File: src/rtl/tt_pkg.sv
package tt_pkg;
  localparam int REG_W = 32;
  localparam int PER_W = 28;

  typedef enum logic [1:0] {
    ACT_NONE    = 2'b00,
    ACT_RESTART = 2'b01,
    ACT_ONESHOT = 2'b10,
    ACT_CONT    = 2'b11
  } tt_act_e;

  typedef struct packed {
    tt_act_e          act;
    logic             ie;
    logic             ip;
    logic [PER_W-1:0] period;
  } tt_ctrl_t;
endpackage

File: src/rtl/tt_counter.sv
module tt_counter #(
  parameter int W  = 32,
  parameter int PW = 28
) (
  input  logic          clk_i,
  input  logic          rst_ni,
  input  logic          load_i,
  input  logic [W-1:0]  load_val_i,
  input  logic          adv_i,
  input  logic          clear_i,
  output logic [W-1:0]  cnt_o,
  output logic [PW-1:0] nxt_low_o
);
  logic [W-1:0] cnt_q;
  logic [W-1:0] cnt_inc;

  assign cnt_inc   = cnt_q + W'(1);
  assign nxt_low_o = cnt_inc[PW-1:0];
  assign cnt_o     = cnt_q;

  always_ff @(posedge clk_i or negedge rst_ni) begin
    if (!rst_ni)      cnt_q <= '0;
    else if (load_i)  cnt_q <= load_val_i;
    else if (adv_i)   cnt_q <= clear_i ? '0 : cnt_inc;
  end
endmodule

File: src/rtl/tt_match.sv
module tt_match #(
  parameter int PW = 28
) (
  input  logic          adv_i,
  input  logic [PW-1:0] nxt_low_i,
  input  logic [PW-1:0] period_i,
  output logic          hit_o
);
  assign hit_o = adv_i && (nxt_low_i == period_i);
endmodule

File: src/rtl/tt_ctrl.sv
module tt_ctrl
  import tt_pkg::*;
(
  input  logic             clk_i,
  input  logic             rst_ni,
  input  logic             wr_i,
  input  logic [REG_W-1:0] wr_data_i,
  input  logic             hit_i,
  output tt_ctrl_t         ctrl_o,
  output logic             run_o
);
  tt_ctrl_t ctrl_q, wr_ctrl;
  logic     run_q;

  assign wr_ctrl = tt_ctrl_t'(wr_data_i);

  always_ff @(posedge clk_i or negedge rst_ni) begin
    if (!rst_ni) begin
      ctrl_q <= '0;
    end else if (wr_i) begin
      ctrl_q <= wr_ctrl;
    end else if (hit_i && ctrl_q.ie) begin
      ctrl_q.ip <= 1'b1;
    end
  end

  // one-shot stops; any non-one-shot action write resumes
  always_ff @(posedge clk_i or negedge rst_ni) begin
    if (!rst_ni) begin
      run_q <= 1'b1;
    end else if (wr_i) begin
      if (wr_ctrl.act != ACT_ONESHOT) run_q <= 1'b1;
    end else if (hit_i && ctrl_q.act == ACT_ONESHOT) begin
      run_q <= 1'b0;
    end
  end

  assign ctrl_o = ctrl_q;
  assign run_o  = run_q;
endmodule

File: src/rtl/tick_timer.sv
module tick_timer
  import tt_pkg::*;
(
  input  logic             clk_i,
  input  logic             rst_ni,
  input  logic             tick_i,
  input  logic             wr_en_i,
  input  logic             wr_sel_i,
  input  logic [REG_W-1:0] wr_data_i,
  input  logic             rd_sel_i,
  output logic [REG_W-1:0] rd_data_o,
  output logic             irq_o
);
  tt_ctrl_t         ctrl_q;
  logic             run_q;
  logic [REG_W-1:0] cnt_q;
  logic [PER_W-1:0] nxt_low;
  logic             adv, hit, clr;

  // any write drops the tick for its cycle
  assign adv = tick_i && run_q && !wr_en_i;
  assign clr = hit && (ctrl_q.act == ACT_RESTART);

  tt_counter #(.W(REG_W), .PW(PER_W)) u_cnt (
    .clk_i      (clk_i),
    .rst_ni     (rst_ni),
    .load_i     (wr_en_i && !wr_sel_i),
    .load_val_i (wr_data_i),
    .adv_i      (adv),
    .clear_i    (clr),
    .cnt_o      (cnt_q),
    .nxt_low_o  (nxt_low)
  );

  tt_match #(.PW(PER_W)) u_match (
    .adv_i     (adv),
    .nxt_low_i (nxt_low),
    .period_i  (ctrl_q.period),
    .hit_o     (hit)
  );

  tt_ctrl u_ctrl (
    .clk_i     (clk_i),
    .rst_ni    (rst_ni),
    .wr_i      (wr_en_i && wr_sel_i),
    .wr_data_i (wr_data_i),
    .hit_i     (hit),
    .ctrl_o    (ctrl_q),
    .run_o     (run_q)
  );

  assign rd_data_o = rd_sel_i ? REG_W'(ctrl_q) : cnt_q;
  assign irq_o     = ctrl_q.ip;
endmodule

File: config.mk
export PLATFORM = sky130hd
export DESIGN_NAME = tick_timer
export DESIGN_NICKNAME = d
export VERILOG_FILES = /design/src/rtl/tt_pkg.sv /design/src/rtl/tt_counter.sv /design/src/rtl/tt_match.sv /design/src/rtl/tt_ctrl.sv /design/src/rtl/tick_timer.sv
export SDC_FILE = /design/constraint.sdc
export NUM_CORES = 1
export LEC_CHECK = 0
export CAP_MARGIN = 20
export CORE_UTILIZATION = 35
export DETAILED_ROUTE_END_ITERATION = 7
export DONT_BUFFER_PORTS = 1
export GPL_TIMING_DRIVEN = 0
export PLACE_DENSITY_LB_ADDON = 0.3
export SETUP_SLACK_MARGIN = 0.3
export SKIP_LAST_GASP = 1
export SYNTH_ARGS = -nofsm -noshare
export SYNTH_HDL_FRONTEND = slang
export SYNTH_SLANG_ARGS = --single-unit
File: constraint.sdc
create_clock -name clk_i -period 3 [get_ports clk_i]
set_input_delay 0.15 -clock clk_i [delete_from_list [all_inputs] [get_ports clk_i]]
set_output_delay 0.15 -clock clk_i [all_outputs]
set_load 0.05 [all_outputs]
* Word level (Yosys, flattened, before mapping)
Cells that the tools add are included.
** Storage, ports and cells
- Word-level logic and storage cells :: 35
- Register bits after elaboration :: 65
- Bits of input ports :: 38
- Output and inout bits :: 33
** Operators by class
- Muxes and demuxes :: 9
- Add/subtract/negate cells :: 1
- Equality and inequality tests :: 5
- Reduce and logical (&&, ||, !) cells :: 14
** Operator list (count)
- 32-bit two-way mux :: 4
- 32-bit by 1-bit adder with 32-bit output, second input constant :: 1
- 28-bit == test :: 1
- 1-bit logical AND :: 8
- 2-bit nonzero test :: 3
- 1-bit two-way mux :: 5
- 2-bit != test, second input constant :: 2
- 2-bit by 1-bit == test with 1-bit output, second input constant :: 1
- 2-bit == test, second input constant :: 1
- 1-bit zero test :: 2
- 2-bit AND reduction :: 1

* Logic depth before layout (Yosys ltp)
- Depth after elaboration :: 7
- Mapped depth :: 11
- Mapped depth without buffers :: 9

* Modules after synthesis
From an unflattened synthesis, not the netlist that was laid out.
** Unflattened totals
- Cell total of the unflattened synthesis :: 461
- Area, all modules :: 4780.8 um2
** Modules (own cells, without submodules)
- tt_counter :: times used 1, cells an instance 308, area each 2512.4 um2
- tt_ctrl :: times used 1, cells an instance 75, area each 1382.6 um2
- tick_timer :: times used 1, cells an instance 40, area each 574.3 um2
- tt_match :: times used 1, cells an instance 38, area each 311.5 um2

* Worst setup path after synthesis
No wires, ideal clock.
- Path type :: flip-flop to flip-flop
- Start :: register u_cnt.cnt_q[0] (netlist: u_cnt.cnt_o[0])
- End :: register u_cnt.cnt_q[30] (netlist: u_cnt.cnt_o[30])
- Stages on the path, launching flop included :: 9
- Period minus slack after synthesis :: 2929 ps
- Data required time :: 2870 ps
- Arrival :: 2799 ps
- Slack :: 71 ps
- Path buffers :: 1
- Cell sequence :: dfrtp_1 -> ha_1 -> nand3_4 -> or4_1 -> buf_2 -> or4_4 -> or4_4 -> a31oi_1 -> o211ai_1
** Between the ends
- Longest elaborated chain between the ends :: 7
** RTL lines
- start, declared :: RTL line tt_counter.sv:14 : logic [W-1:0] cnt_q;
- start signal, assigned :: RTL line tt_counter.sv:23 : else if (load_i) cnt_q <= load_val_i;
- start signal, assigned :: RTL line tt_counter.sv:24 : else if (adv_i) cnt_q <= clear_i ? '0 : cnt_inc;
- 32-bit by 1-bit adder with 32-bit output * :: RTL line tt_counter.sv:17 : assign cnt_inc = cnt_q + W'(1);
- 28-bit == test :: RTL line tt_match.sv:9 : assign hit_o = adv_i && (nxt_low_i == period_i);
- 1-bit logical AND :: RTL line tt_match.sv:9
- 1-bit logical AND :: RTL line tick_timer.sv:22 : assign clr = hit && (ctrl_q.act == ACT_RESTART);
- 32-bit two-way mux * (2 in a row) :: RTL line tt_counter.sv:24
- 32-bit two-way mux * :: RTL line tt_counter.sv:23
Every way passes the cells marked *; elsewhere a longest branch is shown, timed or not. The select of a mux whose other input is x is not followed.
A chain may end at the register's enable or synchronous reset.

* Worst setup path after layout
- Start :: register u_cnt.cnt_q[18] (netlist: u_cnt.cnt_o[18])
- End :: register u_cnt.cnt_q[31] (netlist: u_cnt.cnt_o[31])
The elaborated chain is that of the path after synthesis.

==> metrics.cfg <==
[timing]
setup_viol=0
fmax_mhz=343
fin_crit_ps=2910
slew_headroom=0.328
fin_skew_ps=6.15
min_period_over_period=0.971
worstMarginPinSlew_ps=1000
rsz0062_at_grt=yes
hold_ws_ps=7.65
finalMaxSlewViolations=0
hold_violations=0

[worst_setup_path]
arrival_ps=3140
path_cells=buf_6 > nand4_1 > or4_4 > o31a_1 > a211oi_2 > and4b_2 > nand4_4 > buf_12 > buf_12 > a31oi_1 > o221ai_1
required_ps=3220
reg2reg_from=u_cnt.cnt_o[18]
cp-end-kind=flop
crit_start=u_cnt.cnt_o[18]
cp_max_fo=8
worst_path_most_repeated_cell=buf_12
worstSetupPathType=flop to flop
crit_path_start_kind=flop
cpMaxStageDelayCell=or4_4
crit_path_max_incr_delay_ps=570

[floorplanning]
fp-row-count=42
start_util=0.358
die_w_um=118
coreArea_mm2=0.0132
dieArea_mm2=0.0139
pin_count=71
dieHeight_um=118

[route]
drc=0
drt_wl_total_um=18300
drtAntennaViolNets=0
wl_per_cell_um=22.2
via_count=4901
drt_iter0_drc=380
via_per_inst=5.93
drt_first_pass_iters=6

[power]
p_total_w=0.00357
peakVddDrop_uv=315
p_leak_nw=2.49
power_density_mw_per_mm2=552

[clock_tree]
cts_tree=built
htreeDepth=3
cts_root_buffer=clkbuf_16
clk_path_buf_depth=2
clock_sinks=65
clk-insertion-delay-late_ps=350
cts.clk_slew.worst_paths_ps=60
cts_made_buffers=9

[synthesis]
synth_top_area_cell=dfrtp_1
synth_edf_count=0
syn_area_mm2=0.00472
yosysSeqAreaShare=0.345
synth_warnings=0
ys_ff_latch=65
postSynthAreaPerCell_um2=8.44
netlist_instances=559
netlist.area_leader.share=0.339
synth_ff_type=dfrtp_1
synth_async_sr_flop_share=1.00
synth_nets=598
synth_cell_types=56
ys_top_cells_by_area=dfrtp_1 (34%), mux2_2 (10%), nand2_1 (5.6%), xnor2_1 (4.3%), xor2_1 (4.1%)

[grt]
antenna_found_initial=0
grt_pass1_vias=4952
grt_use_met3=0.0640
grt-ovfl-total=0
grt_use_met1=0.332
grt_pass1_wl_um=28200
grt_start_max_net_pins=66
grt_util_met2=0.435
grt_use_total=0.269
grt_busiest_layer=met2

[placement]
dpl.cell_count=735
place_hpwl_um=12100
place_congestion=0.911
numPortBuffers=0

[hold_path]
worstHoldStart=wr_data_i[21]
hp-class=input port to flop

[cells_and_area]
layout-drive-gt1-share=0.302
final-instance-count-excl-fill=826
diodes=0
synthToLayoutAreaGrowth_pct=37.1
fin_nets=684

[run]
cap_violations=0

[run_status]
status=complete, no violations

Yosys cell counts (3+ instances only):
library cell	instances
a21boi_0	3
a21oi_1	16
a22oi_1	4
a31oi_1	20
a32oi_1	3
and3_1	7
and4_1	6
buf_2	10
buf_4	5
clkbuf_1	23
dfrtp_1	64
inv_1	24
mux2_2	42
nand2_1	71
nand2b_1	7
nand3_1	24
nand4_1	19
nor2_1	31
nor2b_1	3
nor3_1	15
nor4_1	14
o211ai_1	13
o21ai_0	30
o221ai_1	10
or2_2	3
or3_1	9
or4_1	3
xnor2_1	23
xor2_1	22
critical path, delay by kind of cell (launching register included):
kind	cells	cell delay (ps)
AO/OA/AOI/OAI	4	860
flip-flops	1	340
buffers and inverters	3	440
AND/OR/NAND/NOR	4	1140
timing repair:
item | 4_1_cts | 5_1_grt
endpoints found under the hold margin | 129 | 0
endpoints found under the setup margin | 34 | 34
buffers inserted | 30 | 10
cloned | 1 | 0
hold buffers | 34 | 0
pin swaps | 34 | 22
gates resized for setup | 62 | 53
sequential cells by signal, summed over array words and instances, names as in the netlist:
| register | flops |
|---|---|
| u_cnt.cnt_o | 32 |
| u_ctrl.ctrl_o | 32 |
| u_ctrl.run_o | 1 |
cells by family after synthesis:
group | Yosys count | synth area share
and+or+nand+nor | 226 | 0.254
AOI/OAI and AO/OA | 113 | 0.154
DFF | 65 | 0.345
adders and majority gates | 1 | 0.00265
muxes | 42 | 0.100
xor gates and xnor gates | 45 | 0.0835
buffers and inverters | 67 | 0.0613
area by class of cell:
class | instances | area [um^2]
Sequential cell | 65 | 1640
Fill cell | 1260 | 6720
Inverter | 24 | 90.1
Multi-Input combinational cell | 427 | 3240
Clock buffer | 13 | 260
Clock inverter | 3 | 15.0
Buffer | 43 | 298
Tap cell | 176 | 220
Timing Repair Buffer | 75 | 709
worst paths after layout:
kind,depth (start not counted),to,slack (ps)
min reg2reg,1,u_ctrl.run_o,480
max,11,u_cnt.cnt_o[31],90
min in group asynchronous,2,u_cnt.cnt_o[20],410
max reg2reg,11,u_cnt.cnt_o[31],90
max in group asynchronous,2,u_ctrl.run_o,2270
min,2,u_cnt.cnt_o[21],8
layer usage:
metal	part of all wire	vias up	routed length (um)
met5	0	-	0
met1	0.41	2417	7500
li1	-	2215	-
met3	0.077	44	1410
met4	0.035	0	648
met2	0.48	225	8780
through the flow:
step	utilization	setup TNS, ps	setup slack (ps)	instance area [um^2]
floorplan	-	0	334	4750
global route	0.490	-5.26	-5.26	6470
detailed placement	0.377	-11510	-482	4970
CTS	0.467	0	128	6170
finish	0.490	0	87.1	6470
global placement	0.377	-11210	-454	4970
report_power, final:
group | switching, W | internal [W]
Sequential | 0.000148 | 0.00101
Combinational | 0.000898 | 0.000505
Clock | 0.000408 | 0.000600
cell usage in the layout, fill, tap and decap left out, types with 5 or more instances in the layout:
master and instances:
xor2_1 22, and3_1 7, a31oi_4 5, mux2_2 42
dlygate4sd3_1 33, o21ai_0 8, clkbuf_16 9, xnor2_1 20
dfrtp_2 9, nor3_1 13, and4_1 5, a21oi_1 9
inv_1 24, nand2_1 66, o21ai_1 24, a31oi_1 9
clkbuf_1 21, nor2_1 28, buf_6 9, dfrtp_1 55
nor4_4 7, buf_4 42, nand3_1 24, nand2b_1 7
o211ai_1 13, or3_1 5, a21oi_2 7, o221ai_1 7
or4_4 5, nor4_1 6, nand4_1 19, a31oi_2 6
Power figures use the tool's default switching activity.
